--- config.mk ---
export PLATFORM = sky130hd
export DESIGN_NAME = adc_scale_monitor
export DESIGN_NICKNAME = d
export VERILOG_FILES = /design/src/rtl/scl_pkg.sv /design/src/rtl/scl_cfg_unpack.sv /design/src/rtl/scl_rshift.sv /design/src/rtl/scl_thresh_cmp.sv /design/src/rtl/adc_scale_monitor.sv
export SDC_FILE = /design/constraint.sdc
export NUM_CORES = 1
export LEC_CHECK = 0
export BUFFER_PORTS_ARGS = -buffer_cell sky130_fd_sc_hd__buf_2
export CELL_PAD_IN_SITES_DETAIL_PLACEMENT = 0
export CELL_PAD_IN_SITES_GLOBAL_PLACEMENT = 2
export CORE_MARGIN = 3
export CORE_UTILIZATION = 29
export DETAILED_ROUTE_END_ITERATION = 16
export PLACE_DENSITY = 0.92
export SYNTH_ARGS = -nofsm -noshare
export SYNTH_HDL_FRONTEND = slang
export SYNTH_SLANG_ARGS = --single-unit
--- constraint.sdc ---
create_clock -name clk -period 2.4 [get_ports clk]
set_clock_uncertainty 0.1 [all_clocks]
set_input_delay 0.12 -clock clk [delete_from_list [all_inputs] [get_ports clk]]
set_output_delay 0.12 -clock clk [all_outputs]
set_load 0.02 [all_outputs]
--- src/rtl/scl_pkg.sv ---
package scl_pkg;

    localparam int SHIFT_W       = 3;
    localparam int CFG_BYTE_W    = 8;
    localparam int CH_PER_BYTE   = 2;
    localparam int FIELD_PITCH   = CFG_BYTE_W / CH_PER_BYTE;

    typedef logic [SHIFT_W-1:0] shamt_t;

endpackage

--- src/rtl/scl_cfg_unpack.sv ---
module scl_cfg_unpack
    import scl_pkg::*;
#(
    parameter int NUM_CH = 4,
    localparam int CFG_W = (NUM_CH / CH_PER_BYTE) * CFG_BYTE_W
) (
    input  logic [CFG_W-1:0]           cfg_flat,
    output shamt_t [NUM_CH-1:0]        amt
);

    localparam int PAD_W = FIELD_PITCH - SHIFT_W;

    logic [NUM_CH*PAD_W-1:0] spare_bits;

    for (genvar i = 0; i < NUM_CH; i++) begin : g_field
        localparam int BASE = (i / CH_PER_BYTE) * CFG_BYTE_W
                            + (i % CH_PER_BYTE) * FIELD_PITCH;
        assign amt[i] = cfg_flat[BASE +: SHIFT_W];
        assign spare_bits[i*PAD_W +: PAD_W] = cfg_flat[BASE + SHIFT_W +: PAD_W];
    end

    logic unused_spare;
    assign unused_spare = ^spare_bits;

endmodule

--- src/rtl/scl_rshift.sv ---
module scl_rshift
    import scl_pkg::*;
#(
    parameter int DATA_W = 16
) (
    input  logic [DATA_W-1:0] din,
    input  shamt_t            amt,
    output logic [DATA_W-1:0] dout
);

    logic [DATA_W-1:0] stage [SHIFT_W+1];

    assign stage[0] = din;

    for (genvar k = 0; k < SHIFT_W; k++) begin : g_stage
        localparam int STEP = 1 << k;
        assign stage[k+1] = amt[k] ? (stage[k] >> STEP) : stage[k];
    end

    assign dout = stage[SHIFT_W];

endmodule

--- src/rtl/scl_thresh_cmp.sv ---
module scl_thresh_cmp #(
    parameter int DATA_W = 16
) (
    input  logic [DATA_W-1:0] value,
    input  logic [DATA_W-1:0] lim_hi,
    input  logic [DATA_W-1:0] lim_lo,
    output logic              over,
    output logic              under
);

    always_comb begin
        over  = (value > lim_hi);
        under = (value < lim_lo);
    end

endmodule

--- src/rtl/adc_scale_monitor.sv ---
module adc_scale_monitor
    import scl_pkg::*;
#(
    parameter int DATA_W = 16,
    parameter int NUM_CH = 4,
    localparam int CH_W  = $clog2(NUM_CH),
    localparam int CFG_W = (NUM_CH / CH_PER_BYTE) * CFG_BYTE_W
) (
    input  logic                     clk,
    input  logic                     rst_n,
    input  logic                     conv_valid,
    input  logic [CH_W-1:0]          chan,
    input  logic [DATA_W-1:0]        raw,
    input  logic [CFG_W-1:0]         shift_cfg,
    input  logic [NUM_CH*DATA_W-1:0] thr_hi,
    input  logic [NUM_CH*DATA_W-1:0] thr_lo,
    output logic [NUM_CH*DATA_W-1:0] result,
    output logic [NUM_CH-1:0]        alarm_hi,
    output logic [NUM_CH-1:0]        alarm_lo,
    output logic                     done
);

    typedef struct packed {
        logic [NUM_CH-1:0][DATA_W-1:0] res;
        logic [NUM_CH-1:0]             hi;
        logic [NUM_CH-1:0]             lo;
        logic                          done;
    } state_t;

    state_t state_d, state_q;

    shamt_t [NUM_CH-1:0]           amt_all;
    shamt_t                        amt_sel;
    logic [NUM_CH-1:0][DATA_W-1:0] lim_hi_a, lim_lo_a;
    logic [DATA_W-1:0]             lim_hi_sel, lim_lo_sel;
    logic [DATA_W-1:0]             scaled;
    logic                          over, under;

    assign lim_hi_a = thr_hi;
    assign lim_lo_a = thr_lo;

    scl_cfg_unpack #(.NUM_CH(NUM_CH)) u_unpack (
        .cfg_flat (shift_cfg),
        .amt      (amt_all)
    );

    assign amt_sel    = amt_all[chan];
    assign lim_hi_sel = lim_hi_a[chan];
    assign lim_lo_sel = lim_lo_a[chan];

    scl_rshift #(.DATA_W(DATA_W)) u_shift (
        .din  (raw),
        .amt  (amt_sel),
        .dout (scaled)
    );

    scl_thresh_cmp #(.DATA_W(DATA_W)) u_cmp (
        .value  (scaled),
        .lim_hi (lim_hi_sel),
        .lim_lo (lim_lo_sel),
        .over   (over),
        .under  (under)
    );

    always_comb begin
        state_d      = state_q;
        state_d.done = conv_valid;
        if (conv_valid) begin
            state_d.res[chan] = scaled;
            state_d.hi[chan]  = over;
            state_d.lo[chan]  = under;
        end
    end

    always_ff @(posedge clk or negedge rst_n) begin
        if (!rst_n) state_q <= '0;
        else        state_q <= state_d;
    end

    assign result   = state_q.res;
    assign alarm_hi = state_q.hi;
    assign alarm_lo = state_q.lo;
    assign done     = state_q.done;

    AST_DONE_AFTER_CONV: assert property (@(posedge clk) disable iff (!rst_n)
        conv_valid |=> done);
    AST_DONE_ONLY_AFTER_CONV: assert property (@(posedge clk) disable iff (!rst_n)
        !conv_valid |=> !done);
    AST_IDLE_RESULTS_HOLD: assert property (@(posedge clk) disable iff (!rst_n)
        !conv_valid |=> $stable(result));
    AST_IDLE_FLAGS_HOLD: assert property (@(posedge clk) disable iff (!rst_n)
        !conv_valid |=> ($stable(alarm_hi) && $stable(alarm_lo)));
    AST_SCALE_NO_GROWTH: assert property (@(posedge clk) disable iff (!rst_n)
        conv_valid |=> (state_q.res[$past(chan)] <= $past(raw)));
    AST_ZERO_SHIFT_PASS: assert property (@(posedge clk) disable iff (!rst_n)
        (conv_valid && amt_sel == '0) |=> (state_q.res[$past(chan)] == $past(raw)));
    AST_HIGH_RULE: assert property (@(posedge clk) disable iff (!rst_n)
        conv_valid |=> (state_q.hi[$past(chan)] ==
                        (state_q.res[$past(chan)] > $past(lim_hi_sel))));
    AST_LOW_RULE: assert property (@(posedge clk) disable iff (!rst_n)
        conv_valid |=> (state_q.lo[$past(chan)] ==
                        (state_q.res[$past(chan)] < $past(lim_lo_sel))));

endmodule

-- Word-level counts from Yosys, hierarchy flattened
Cells that the tools add are included.
- flip-flop bits (word level): 73
- logic and storage cells: 28
- bits of input ports: 165
- mux-type cells: 16
- magnitude comparators: 4
- reductions and logical operators: 1
- operator list (cell ; number):
    $mux 16 ; 6
    $bmux 16 s2 ; 2
    $bwmux 64 ; 1
    $demux 16 s2 ; 1
    $gt 16x16->1 ; 1
    $lt 16x16->1 ; 1
    $bwmux 4 ; 2
    $bmux 3 s2 ; 1
    $lt 2x3->1 const B ; 1
    $mux 3 ; 1
    $demux 1 s2 ; 1
    $ge 2x1->1 const B ; 1
    $logic_and 1x1->1 ; 1
    $mux 1 ; 1

-- Logic depth before layout (Yosys ltp)
- depth in word-level cells: 7
- mapped depth: 16

-- Modules after synthesis
A second synthesis with hierarchy kept.
- cells, all modules: 389
- area total of the unflattened synthesis: 5013.6 um^2
- by module, submodules not included (module ; area an instance (um^2) ; instances ; seq. area each (um^2) ; cells an instance):
    adc_scale_monitor ; 3573.4 ; 1 ; 1826.8 ; 197
    scl_thresh_cmp ; 795.8 ; 1 ; 0.0 ; 109
    scl_rshift ; 554.3 ; 1 ; 0.0 ; 71
    scl_cfg_unpack ; 90.1 ; 1 ; 0.0 ; 12

-- Least setup slack after synthesis
OpenSTA, ideal clock, no wires.
- kind: in2reg
- from: input port chan[0]
- to: register state_q, in the netlist alarm_lo[3]
- arrival time: 3.117 ns
- path slack: -0.897 ns
- data required time: 2.220 ns
- path buffers: 2
- setup time: 0.080 ns
- stages on the path: 14
- path through: buf_6 > mux4_2 > buf_2 > mux2i_1 > mux2i_1 > a22oi_1 > inv_1 > ha_1 > a21oi_1 > o221ai_1 > a221oi_1 > o41a_1 > a31oi_4 > mux2i_1
- cells in the longest elaborated chain, start to end: 7
- RTL lines (item ; RTL line ; source):
    start, declared ; adc_scale_monitor.sv:12 ; input logic [CH_W-1:0] chan,
    $bmux 3 s2 (*) ; adc_scale_monitor.sv:47 ; assign amt_sel = amt_all[chan];
    $mux 3 (implied by the code) (*) ; adc_scale_monitor.sv:47 ;
    $mux 16 (2 in series) ; scl_rshift.sv:17 ; assign stage[k+1] = amt[k] ? (stage[k] >> STEP) : stage[k];
    $mux 16 (*) ; scl_rshift.sv:17 ;
    named net scaled[10] ; adc_scale_monitor.sv:36 ; logic [DATA_W-1:0] scaled;
    $lt 16x16->1 (*) ; scl_thresh_cmp.sv:13 ; under = (value < lim_lo);
    $bwmux 4 (*) ; adc_scale_monitor.sv:71 ; state_d.lo[chan] = under;
    end signal, assigned ; adc_scale_monitor.sv:77 ; else state_q <= state_d;
    end, declared ; adc_scale_monitor.sv:30 ; state_t state_d, state_q;
The timed path passes the listed nets; every way through them passes the cells marked *. The select of a mux whose other input is x is not followed.
A chain may end at the register's enable or synchronous reset.

-- Worst setup path in the final report
- from: input port chan[0]
- to: register state_q, in the netlist alarm_hi[2]
- cells in the longest elaborated chain, start to end: 7
- RTL lines (item ; RTL line ; source):
    $bmux 3 s2 (*) ; adc_scale_monitor.sv:47 ;
    $mux 3 (implied by the code) (*) ; adc_scale_monitor.sv:47 ;
    $mux 16 (2 in series) ; scl_rshift.sv:17 ;
    $mux 16 (*) ; scl_rshift.sv:17 ;
    named net scaled[10] ; adc_scale_monitor.sv:36 ;
    $gt 16x16->1 (*) ; scl_thresh_cmp.sv:12 ; over = (value > lim_hi);
    $bwmux 4 (*) ; adc_scale_monitor.sv:70 ; state_d.hi[chan] = over;
Marks and branches as above.

==> metrics <==
drt pass-1 iters 4; Syn Nets 682; Pleak 0.00386 uW; vias per inst 4.91; status finished with violations; synth warn 0; largest net degree at the start of global routing 74; synth top area cells dfrtp_1 (37%), mux4_2 (16%), ha_1 (7.9%); Design Area, Final 7430 um^2; Ports 238; cell mode on critical path mux2i_4; drt drc 0; First DRT Iteration DRCs 167; largest stage delay on the critical path 0.61 ns; Synth cell types 43; worst hold margin 0.258 ns; Die Span Y 136 um; top cell type's share of synthesized area 37.2%; CTS tree built; CTS H-Tree Depth 3; WHS Path Cells 4; CP top delay family multiplexers; Initial Util 30.2%; clk buf depth 2; Hold Fails Final Rpt 0; cell area after placement 6630 um^2; Placement Setup Slack -1.03 ns; Syn Area/Cell 10.1 um^2; post-route ant nets 0; FP Rows 46; Hold Crit Start raw[15]; die area 18500 um^2; Crit Path Class in -> reg; All-Layer GR Usage 19.2%; sequential share of the synthesized area 37.2%; Final Worst Setup Slack -0.389 ns; Startpoint Class primary input; via count 4865; PortBufs 233; most frequent cells in the layout buf_2 (231), nand2_1 (80), dfrtp_1 (73); failing checks setup timing; crit path DAT 2.90 ns; critical path buffer and inverter count 3; layout cell share with drive strength beyond 1 51.9%; P per Cell Area 685 nW/um^2; Peak VDD IR 0.381 mV; Die W 136 um; clk slew on worst S/H paths 0.06 ns; Final min period 2.79 ns; WL/cell 18.3 um; period utilization 116%; Max stage delay cell, worst path mux4_2; Slew Viols, Final 0; synthesized flop and latch total 73; worst-case reg-to-reg path depth 1; Max Clock Freq 0.359 GHz; Hold Crit Endpoint result[31]; Max Cap Viol 0; Nets 966; R2R Path Start alarm_hi[0]; initial antenna violation count 0; Post-Syn Area 4900 um^2; cts bufs inserted 9; Area Overhead vs Synth 51.5%; Final GP Congestion 0.817; RSZ-0062 raised after global routing true; CP Max Fanout 5; core area 16200 um^2; Post-synth EDFFs 0; most common cell after layout, fill and taps aside buf_2; antenna cell count 0; hpwl dp 14.8 mm; crit path capture type register; CP cell instances buf_12 -> mux4_2 -> buf_6 -> mux2i_4 -> mux2i_4 -> a22oi_2 -> inv_2 -> ha_4 -> nand2_4 -> nor3_4 -> nand3_2 -> o32ai_4 -> a31oi_4 -> mux2_4; Hold Crit Class in -> reg; CTS root buf clkbuf_16; predominant post-synthesis flop cell dfrtp_1; RR Endpoint alarm_hi[0]; CP Data Required Time 2.51 ns; slew margin rel. 40.3%; Clk Latency, worst-skew pair 0.33 ns; Sink Count 73; flop-to-flop setup slack 1.52 ns; largest area contributor in the netlist dfrtp_1; global-route wire length before repair 27.1 mm; vias in the first global route 5089; asr flop ratio synth 100%; total grt overflow 0; Post-Syn Instances 486; DRT Wirelength 18.1 mm; overall power 5090 uW; Setup Viol. Count Final 8; Critical Path Stages 14; Worst-Margin Slew 0.895 ns
==> area by class of cell <==
class	count	area (um^2)
Fill cell	1606	8800
Multi-Input combinational cell	335	3120
Sequential cell	73	1830
Timing Repair Buffer	300	1730
Tap cell	216	270
Clock buffer	12	256
Inverter	51	191
Clock inverter	3	40.0
==> state kept, by name, indices dropped and copies added, names as in the netlist <==
name / cells
done: 1
alarm_hi: 4
result: 64
alarm_lo: 4
==> worst max path at each step <==
stage                  from           to
floorplan           chan[0]  alarm_lo[3]
global placement    chan[0]  alarm_hi[3]
detailed placement  chan[0]  alarm_hi[2]
CTS                 chan[0]  alarm_hi[2]
global route        chan[0]  alarm_hi[1]
finish              chan[0]  alarm_hi[2]
==> layer usage <==
layer,vias up,GRT usage (%),routed length [um]
met1,2303,22.1,7080
met5,-,0,0
li1,2325,-,-
met4,0,6.16,389
met2,206,35.5,9450
met3,31,3.96,1220
==> power by group <==
group | total (uW) | internal, uW | switching, uW
Sequential | 1610 | 1470 | 141
Clock | 1320 | 851 | 467
Combinational | 2150 | 926 | 1230
Total | 5090 | 3250 | 1840
==> logic make-up after synthesis <==
logic type / synth area share, %
buffers and inverters: 6.43
adder cells (fa/ha/maj): 7.91
AND/OR/NAND/NOR: 9.41
multiplexers: 25.8
AO/OA/AOI/OAI: 13.2
flip-flops: 37.2
==> synth_stat cells (all sizes together), types with 2 or more instances <==
cell type,n
nor3,2
nor2,8
ha,31
a31oi,3
nand3,7
o32ai,2
dfrtp,73
inv,51
clkbuf,17
o22ai,9
nand2,83
buf,11
o221ai,2
nand4,3
mux2,9
mux2i,37
o21ai,70
nand3b,2
a21oi,13
mux4,35
a221oi,2
==> timing repair <==
action | in CTS | in global routing
endpoints found under the hold margin | 74 | 0
pin swaps | 9 | 22
setup endpoints to repair | 8 | 8
setup buffers | 6 | 6
resized for setup | 27 | 37
cloned | 2 | 0
hold buffers | 2 | 0
==> through the flow <==
step                      util (%)  setup TNS (ns)  cells
after floorplan                  -           -4.51    486
after global placement        40.9           -6.50    959
after detailed placement      40.9           -8.22    959
after CTS                     44.2           -3.08    984
after global routing          45.8           -3.59    990
final                         45.8           -2.91    990
==> worst min-delay path: cells and delay by family <==
kind / cells / cell delay [ns]
buf+inv: 2 / 0.31
simple gates: 1 / 0.14
compound gates: 1 / 0.08
Power figures use the tool's default switching activity.
